File: config.mk
export PLATFORM = sky130hd
export DESIGN_NAME = pdw_addr_gen
export DESIGN_NICKNAME = d
export VERILOG_FILES = /design/src/rtl/pdw_pkg.sv /design/src/rtl/pdw_arith.sv /design/src/rtl/pdw_boundary.sv /design/src/rtl/pdw_page_regs.sv /design/src/rtl/pdw_addr_gen.sv
export SDC_FILE = /design/constraint.sdc
export NUM_CORES = 1
export LEC_CHECK = 0
export CORE_ASPECT_RATIO = 0.7
export CORE_MARGIN = 3
export CORE_UTILIZATION = 45
export DETAILED_ROUTE_END_ITERATION = 8
export DONT_BUFFER_PORTS = 1
export GPL_TIMING_DRIVEN = 1
export PLACE_DENSITY = 0.63
export SLEW_MARGIN = 10
export SYNTH_ARGS = -nofsm -noshare
export SYNTH_HDL_FRONTEND = slang
export SYNTH_SLANG_ARGS = --single-unit
File: constraint.sdc
create_clock -name clk -period 13 [get_ports clk]
set_input_delay 1.3 -clock clk [delete_from_list [all_inputs] [get_ports clk]]
set_output_delay 1.3 -clock clk [all_outputs]
set_load 0.02 [all_outputs]
File: src/rtl/pdw_pkg.sv
// Package: shared mode codes and decoded mode controls for the paged
// data window address generator. Assumes a 3-bit mode field.
package pdw_pkg;

    typedef enum logic [2:0] {
        AM_PLAIN    = 3'd0,
        AM_PRE_INC  = 3'd1,
        AM_PRE_DEC  = 3'd2,
        AM_POST_INC = 3'd3,
        AM_POST_DEC = 3'd4,
        AM_REG_OFS  = 3'd5,
        AM_MODULO   = 3'd6,
        AM_BITREV   = 3'd7
    } addr_mode_e;

    typedef struct packed {
        logic inc;    // address moves up by the step
        logic dec;    // address moves down by the step
        logic ofs;    // address is base plus offset register
        logic pre;    // access uses the modified address
        logic wrap;   // crossing wraps in page, page never moves
    } mode_ctl_t;

    // Turns a mode code into independent control flags.
    function automatic mode_ctl_t decode_mode(addr_mode_e m);
        mode_ctl_t c;
        c.inc  = (m == AM_PRE_INC) || (m == AM_POST_INC) ||
                 (m == AM_MODULO)  || (m == AM_BITREV);
        c.dec  = (m == AM_PRE_DEC) || (m == AM_POST_DEC);
        c.ofs  = (m == AM_REG_OFS);
        c.pre  = (m == AM_PRE_INC) || (m == AM_PRE_DEC);
        c.wrap = (m == AM_REG_OFS) || (m == AM_MODULO) || (m == AM_BITREV);
        return c;
    endfunction

endpackage

File: src/rtl/pdw_arith.sv
// Module: pdw_arith
// Computes the raw modified address and flags window crossings.
// Assumes the window is the upper half of the address space (top bit set)
// and that the step is far smaller than the window.
module pdw_arith
    import pdw_pkg::*;
#(
    parameter int AW = 16,
    parameter int SW = 4
) (
    input  logic [AW-1:0] base_i,
    input  logic [SW-1:0] step_i,
    input  logic [AW-1:0] ofs_i,
    input  mode_ctl_t     ctl_i,
    output logic [AW-1:0] raw_o,
    output logic          ovf_o,
    output logic          unf_o
);

    localparam int TOP = AW - 1;

    logic [AW:0] step_ext;
    logic [AW:0] addend;
    logic [AW:0] sum;
    logic [AW:0] dif;
    logic        windowed;

    // Forms the extended operands and both arithmetic results.
    always_comb begin
        step_ext = {{(AW + 1 - SW){1'b0}}, step_i};
        addend   = ctl_i.ofs ? {1'b0, ofs_i} : step_ext;
        sum      = {1'b0, base_i} + addend;
        dif      = {1'b0, base_i} - step_ext;
        windowed = base_i[TOP];
    end

    // Picks the raw result and raises the crossing flags.
    always_comb begin
        if (ctl_i.dec) begin
            raw_o = dif[AW-1:0];
        end else if (ctl_i.inc || ctl_i.ofs) begin
            raw_o = sum[AW-1:0];
        end else begin
            raw_o = base_i;
        end
        ovf_o = windowed && (ctl_i.inc || ctl_i.ofs) && sum[AW];
        unf_o = windowed && ctl_i.dec && !dif[TOP];
    end

endmodule

File: src/rtl/pdw_boundary.sv
// Module: pdw_boundary
// Decides the next page and whether the window bit is restored after a
// crossing, including the pages where the window is left instead.
// Assumes the page space splits into an extended-data half and a
// program-space half, the latter split again into low and high halves.
module pdw_boundary #(
    parameter int PW = 10
) (
    input  logic          ovf_i,
    input  logic          unf_i,
    input  logic          wrap_i,
    input  logic          is_write_i,
    input  logic [PW-1:0] act_page_i,
    output logic [PW-1:0] next_page_o,
    output logic          hi_set_o
);

    localparam logic [PW-1:0] PG_FIRST    = {{(PW-1){1'b0}}, 1'b1};
    localparam logic [PW-1:0] PG_EDS_LAST = {1'b0, {(PW-1){1'b1}}};
    localparam logic [PW-1:0] PG_PS_FIRST = {1'b1, {(PW-1){1'b0}}};
    localparam logic [PW-1:0] PG_PS_LAST  = {PW{1'b1}};

    logic hold_ovf;
    logic hold_unf;

    // Flags the pages at which a crossing leaves the window.
    always_comb begin
        hold_ovf = (act_page_i == PG_EDS_LAST) ||
                   (!is_write_i && (act_page_i == PG_PS_LAST));
        hold_unf = (act_page_i == PG_FIRST) ||
                   (!is_write_i && (act_page_i == PG_PS_FIRST));
    end

    // Chooses next page and window-bit restore for each crossing kind.
    always_comb begin
        next_page_o = act_page_i;
        hi_set_o    = 1'b0;
        if (ovf_i || unf_i) begin
            if (wrap_i) begin
                hi_set_o = 1'b1;
            end else if (ovf_i) begin
                if (!hold_ovf) begin
                    next_page_o = act_page_i + 1'b1;
                    hi_set_o    = 1'b1;
                end
            end else begin
                if (!hold_unf) begin
                    next_page_o = act_page_i - 1'b1;
                    hi_set_o    = 1'b1;
                end
            end
        end
    end

endmodule

File: src/rtl/pdw_page_regs.sv
// Module: pdw_page_regs
// Holds the read page (index 0) and write page (index 1). A direct load
// has priority over an access update to the same register.
module pdw_page_regs #(
    parameter int            PW       = 10,
    parameter logic [PW-1:0] RST_PAGE = 1
) (
    input  logic          clk,
    input  logic          rst_n,
    input  logic          cfg_we_i,
    input  logic          cfg_sel_i,
    input  logic [PW-1:0] cfg_page_i,
    input  logic          upd_en_i,
    input  logic          upd_sel_i,
    input  logic [PW-1:0] upd_page_i,
    output logic [PW-1:0] rd_page_o,
    output logic [PW-1:0] wr_page_o
);

    localparam int NREG = 2;

    logic [PW-1:0] page_q [NREG];

    for (genvar g = 0; g < NREG; g++) begin : g_page
        // Loads, updates or holds one page register.
        always_ff @(posedge clk) begin
            if (!rst_n) begin
                page_q[g] <= RST_PAGE;
            end else if (cfg_we_i && (cfg_sel_i == 1'(g))) begin
                page_q[g] <= cfg_page_i;
            end else if (upd_en_i && (upd_sel_i == 1'(g))) begin
                page_q[g] <= upd_page_i;
            end
        end
    end

    assign rd_page_o = page_q[0];
    assign wr_page_o = page_q[1];

endmodule

File: src/rtl/pdw_addr_gen.sv
// Module: pdw_addr_gen
// Effective-address generator for register-indirect accesses through a
// paged upper data window. EA, writeback and trap are combinational;
// page registers commit at the edge that commits the access.
// Assumes the caller holds inputs stable through the cycle.
module pdw_addr_gen
    import pdw_pkg::*;
#(
    parameter int AW = 16,
    parameter int PW = 10,
    parameter int SW = 4
) (
    input  logic          clk,
    input  logic          rst_n,
    input  logic          acc_valid_i,
    input  logic [2:0]    acc_mode_i,
    input  logic          acc_write_i,
    input  logic [AW-1:0] acc_base_i,
    input  logic [SW-1:0] acc_step_i,
    input  logic [AW-1:0] acc_ofs_i,
    input  logic          cfg_we_i,
    input  logic          cfg_sel_i,
    input  logic [PW-1:0] cfg_page_i,
    output logic [AW-1:0] ea_o,
    output logic [AW-1:0] wb_addr_o,
    output logic          trap_o,
    output logic [PW-1:0] rd_page_o,
    output logic [PW-1:0] wr_page_o
);

    localparam int TOP = AW - 1;

    mode_ctl_t     ctl;
    logic [AW-1:0] raw;
    logic          ovf;
    logic          unf;
    logic [PW-1:0] act_page;
    logic [PW-1:0] next_page;
    logic          hi_set;
    logic [AW-1:0] adj;
    logic [PW-1:0] use_page;
    logic          upd_en;

    // Decodes the mode and selects the page register this access uses.
    always_comb begin
        ctl      = decode_mode(addr_mode_e'(acc_mode_i));
        act_page = acc_write_i ? wr_page_o : rd_page_o;
    end

    pdw_arith #(.AW(AW), .SW(SW)) i_arith (
        .base_i (acc_base_i),
        .step_i (acc_step_i),
        .ofs_i  (acc_ofs_i),
        .ctl_i  (ctl),
        .raw_o  (raw),
        .ovf_o  (ovf),
        .unf_o  (unf)
    );

    pdw_boundary #(.PW(PW)) i_bound (
        .ovf_i       (ovf),
        .unf_i       (unf),
        .wrap_i      (ctl.wrap),
        .is_write_i  (acc_write_i),
        .act_page_i  (act_page),
        .next_page_o (next_page),
        .hi_set_o    (hi_set)
    );

    // Builds the adjusted address and routes it to EA and writeback.
    always_comb begin
        adj       = {hi_set | raw[TOP], raw[TOP-1:0]};
        ea_o      = (ctl.pre || ctl.ofs) ? adj : acc_base_i;
        wb_addr_o = (ctl.ofs || !(ctl.inc || ctl.dec)) ? acc_base_i : adj;
    end

    // Raises the trap on the page actually used and gates the page update.
    always_comb begin
        use_page = ctl.pre ? next_page : act_page;
        trap_o   = acc_valid_i && ea_o[TOP] &&
                   ((use_page == '0) || (acc_write_i && use_page[PW-1]));
        upd_en   = acc_valid_i && !trap_o && (next_page != act_page);
    end

    pdw_page_regs #(.PW(PW)) i_pages (
        .clk        (clk),
        .rst_n      (rst_n),
        .cfg_we_i   (cfg_we_i),
        .cfg_sel_i  (cfg_sel_i),
        .cfg_page_i (cfg_page_i),
        .upd_en_i   (upd_en),
        .upd_sel_i  (acc_write_i),
        .upd_page_i (next_page),
        .rd_page_o  (rd_page_o),
        .wr_page_o  (wr_page_o)
    );

endmodule

# Word level (Yosys, flattened, before mapping)

Memory sizes are Yosys's and may differ from the RTL's.
Index checks and enable logic that the tools add are counted.

Register bits after elaboration: 0
Bits of input ports: 55
Memory bits (writable): 20
Word-level logic and storage cells: 95
Output and inout port bits: 53
Memories kept: 1

Bitwise gates (word level): 7
$add $sub $neg: 4
Reductions and logical operators: 35
Equality and inequality tests: 12
Mux-type cells: 36

Memory list:

| memory         | depth | width | read ports | clocked after Yosys merged registers in | wr ports | line                | text |
|---|---|---|---|---|---|---|---|
| i_pages.page_q | 2     | 10    | 2          | 0                                       | 2        | pdw_page_regs.sv:22 | `logic [PW-1:0] page_q [NREG];` |

Operator list:

| operator                                                               | number |
|---|---|
| 10-bit 2-to-1 mux                                                      | 11 |
| 16-bit 2-to-1 mux                                                      | 5 |
| 10-bit equality test, second input constant                            | 2 |
| 1-bit 2-to-1 mux                                                       | 20 |
| 16-bit by 17-bit adder with 17-bit output                              | 1 |
| 16-bit by 4-bit subtractor with 16-bit output                          | 1 |
| 1-bit logical AND                                                      | 15 |
| 1-bit logical OR                                                       | 15 |
| 3-bit equality test, second input constant                             | 4 |
| 10-bit by 1-bit adder with 10-bit output, second input constant        | 1 |
| 10-bit by 1-bit equality test with 1-bit output, second input constant | 1 |
| 10-bit by 9-bit equality test with 1-bit output, second input constant | 1 |
| 10-bit logical NOT                                                     | 1 |
| 10-bit inequality test                                                 | 1 |
| 10-bit by 1-bit subtractor with 10-bit output, second input constant   | 1 |
| 3-bit by 2-bit equality test with 1-bit output, second input constant  | 2 |
| 1-bit bitwise OR                                                       | 5 |
| 1-bit logical NOT                                                      | 4 |
| 3-bit by 1-bit equality test with 1-bit output, second input constant  | 1 |
| 1-bit inverter                                                         | 2 |

# Depth between registers and ports, before layout

Depth after elaboration: 23
Depth in mapped cells: 20
Mapped depth without buffers: 16

# Cells and area by module

A second synthesis with hierarchy kept.

Cell total of the unflattened synthesis: 493
Area, all modules: 4111.4 µm²

Modules (own cells, without submodules):

| module        | area an instance (µm²) | cells an instance | times used | sequential area each (µm²) |
|---|---|---|---|---|
| pdw_arith     | 1557.7                 | 238               | 1          | 0.0 |
| pdw_page_regs | 1017.2                 | 70                | 1          | 600.6 |
| pdw_addr_gen  | 924.6                  | 96                | 1          | 0.0 |
| pdw_boundary  | 611.8                  | 89                | 1          | 0.0 |

# Worst setup path after synthesis

Ideal clock, no wire load.

Path type: input -> output
From: input port acc_mode_i[1]
To: output port trap_o
Data required time: 11.700 ns
Arrival: 4.904 ns
Slack: 6.796 ns
Path buffers: 3
Stages: 19
Path through: clkbuf_8 > and3b_1 > clkbuf_1 > mux2_2 > ha_1 > inv_1 > fa_1 > nand2b_1 > a21oi_1 > o21ai_0 > a21oi_1 > o31a_1 > clkbuf_1 > o21ai_0 > a22oi_1 > nand4b_1 > o31ai_2 > a21oi_1 > nor2_1

Word-level cells in the longest chain between the ends: 14
Elaborated cells between the ends (all ways): 39
Classes of those cells: add/sub: 1; eq/ne: 7; mux: 11; bitwise: 1; reduce/logical: 19

RTL lines:

| what                                                                               | line               | text |
|---|---|---|
| start: declaration                                                                 | pdw_addr_gen.sv:16 | `input logic [2:0] acc_mode_i,` |
| branches (longest 13 deep; another with 16-bit by 17-bit adder with 17-bit output) | n/a                |  |
| 1-bit logical AND (*)                                                              | pdw_addr_gen.sv:80 | `trap_o = acc_valid_i && ea_o[TOP] &&` |
| end: declaration                                                                   | pdw_addr_gen.sv:26 | `output logic trap_o,` |

Every way passes the cells marked *.

# Worst setup path in the final report

Same ends and word-level chain as after synthesis.

==> results.txt <==
clk root buf -> clkbuf_16
Routed wire per std cell -> 20.48 µm
setup TNS -> 0 ns
startpoint types -> input pin
clock power share -> 0.278
pin count of the biggest net entering global routing -> 39
Worst-Margin Slew -> 1.171 ns
fill count -> 824
Psw -> 0.0001304 W
FF/Latch Area -> 600.6 µm²
DRC -> 0
fmax -> 142.7 MHz
# clock sinks -> 20
Reg clk slew, reported paths -> 0.06 ns
Num CTS Buffers -> 3
placed instance area -> 3918 µm²
leakage power -> 1.499 nW
final cell count without fillers -> 616
io pins -> 108
register area share after synthesis -> 0.1529
synthesized area per cell -> 7.526 µm²
Core Util, Final -> 0.4920
vias after detailed routing -> 4101
Synthesis Warnings -> 0
Final Setup Violations -> 0
number of nets in the layout -> 581
HP Class -> in -> reg
cts hold-fix bufs -> 0
WL final -> 12620 µm
syn_nets -> 602
dpl hpwl -> 10150 µm
final instance area -> 4023 µm²
power density over the cells -> 79.04 nW/µm²
RePlAce Congestion -> 0.9432
Synth-to-Final Area Change -> 2.389%
top-area cell type share of the netlist area -> 0.1529
synth cell count leaders -> nand2_1 (62), a21oi_1 (51), o21ai_0 (36), nor2_1 (34)
router iterations before antenna repair -> 5
Starting DRT DRC Count -> 427
worst reg2reg startpoint -> i_pages.page_q[0][1]
worst hold path depth -> 2
count leader, synth -> nand2_1
Flop pwr share -> 0.289
overall die area -> 9906 µm²
Crit Path Class -> in -> out
Skew-Pair Late Insertion Delay -> 0.27 ns
max cap viols -> 0
crit path from -> acc_mode_i[1]
Top FF cell, synth -> edfxtp_1
Die X -> 117.7 µm
DP Worst Slack -> 6.098 ns
vias in the first global route -> 3502
Chip Height -> 84.18 µm
CTS H-tree depth -> 1
post-cts resize count -> 0
initial antenna violation count -> 0
final hold violation count -> 0
Post-synth EDFFs -> 20
Synth area leader -> edfxtp_1
Mapped Area -> 3929 µm²
synth top area cells -> edfxtp_1 (15%), ha_1 (7.3%), mux2_2 (6.6%)
hold_sp -> cfg_page_i[5]
multi-input logic area -> 3108 µm²
Top Registers -> i_pages.page_q: 20 flops
worst vdd ir -> 0.07281 mV
Hold Path Sink -> i_pages.page_q[0][5]
Gate Count Post-Synth -> 522
unrepaired setup endpoints after global routing -> false
global-route wire length before repair -> 19820 µm
setup repair bufs after CTS -> 0
#FFs+latches synth -> 20
share of cells above drive strength 1 -> 0.09600
IO Port Bufs -> 0
global route overflow -> 0
outcome -> completed
CP Max Fanout -> 21
All-Layer GR Usage -> 0.2437
total internal power -> 0.0001875 W
Period minus WS final -> 7.006 ns
worst path arrival time -> 5.71 ns
final worst setup slack -> 5.994 ns
reg2reg setup slack -> 7.64 ns
combinational share of power -> 0.432
clock skew -> 0.005446 ns
CP Data Required Time -> 11.70 ns
antenna cell count -> 0
post-route ant nets -> 0
Critical R2R Capture -> i_pages.page_q[0][3]
final cycle utilization of the critical path -> 0.5389
initial core utilization -> 0.4806
Clock Tree Buf Depth -> 2
max reg flops -> 20
Net Sw Frac -> 0.4102
Via density -> 6.657
Top reg by flops -> i_pages.page_q
Async SR Flop Fraction -> 0
CP Capture Type -> output port
Reg2Reg Depth -> 13
# rows -> 27
placed cells -> 612
max_slew headroom -> 0.2094
CTS tree -> yes
Slew Limit Fails -> 0
post-synthesis cell type count -> 78
Core ar. -> 8175 µm²
==> final cells by class <==
type                       count  share of cell area
clock inverter                 1            0.007465
sequential                    20              0.1493
inverter                      17             0.01586
clock buffer                   3             0.01866
tap                          116             0.03608
multi-input combinational    459              0.7726
==> layout by cell type (no fill, tap or decap), types with 3 or more instances in the layout <==
cell type / count
o21a_1: 5
nor3b_1: 3
mux2i_1: 8
nand4_1: 5
nand2b_1: 12
ha_1: 23
xor2_1: 11
a21oi_1: 51
a31oi_1: 7
nand3b_1: 5
nor3_1: 13
a32o_1: 4
mux2_2: 23
nand3_1: 12
nor4_1: 6
inv_1: 16
o31ai_1: 21
nor2_1: 34
a21o_1: 7
nor2b_1: 8
nand2_1: 62
and3_1: 3
or2_2: 5
edfxtp_1: 20
and2_1: 15
o21ai_0: 35
o211ai_1: 4
o311ai_0: 3
clkbuf_16: 3
xnor2_1: 11
==> how the worst max path moves through the flow <==
stage / to / slack, ns / cells after the start
3_5_place_dp: trap_o / 6.10 / 16
6_report: trap_o / 5.99 / 16
5_1_grt: trap_o / 5.57 / 16
3_3_place_gp: trap_o / 6.25 / 16
4_1_cts: trap_o / 6.08 / 16
2_1_floorplan: trap_o / 6.80 / 19
==> logic make-up after synthesis <==
kind of cell	share of synthesized area
AOI/OAI and AO/OA	0.3064
muxes	0.08631
adders and majority gates	0.08599
and+or+nand+nor	0.2634
buffers and inverters	0.05605
DFF	0.1529
xor gates and xnor gates	0.04904
==> metrics by stage <==
step                total power [W]  hold slack, ns
CTS                       0.0003155           1.224
global placement          0.0002275           1.235
global route              0.0003330           1.235
finish                    0.0003179           1.221
floorplan                 0.0002063           1.066
detailed placement        0.0002280           1.228
==> power by group through the flow <==
stage	sequential, W	combinational, W	clock [W]
after floorplan	0.0000898	0.000117	0
after global placement	0.0000930	0.000134	0
after detailed placement	0.0000933	0.000135	0
after CTS	0.0000918	0.000136	0.0000881
after global routing	0.0000927	0.000150	0.0000904
final	0.0000920	0.000137	0.0000885
==> critical path: stages <==
cell,delay (ns)
and3b_1,0.66
mux2_2,0.28
ha_1,0.17
inv_1,0.06
fa_1,0.38
nand2b_1,0.19
a21oi_1,0.22
o21ai_0,0.18
a21oi_1,0.25
o31a_1,0.52
o21ai_0,0.18
a22oi_1,0.31
nand4b_1,0.15
o31ai_2,0.34
a21oi_1,0.16
nor2_1,0.34
==> metal layers <==
layer  vias to the layer above  global-route usage  part of all wire
li1                       1934                   -                 -
met1                      1950              0.4091              0.50
met2                       213              0.3107              0.38
met3                         4             0.05859              0.11
met4                         0             0.02553            0.0040
met5                         -                   0                 0
No activity file was read; power rests on OpenSTA's default activity.
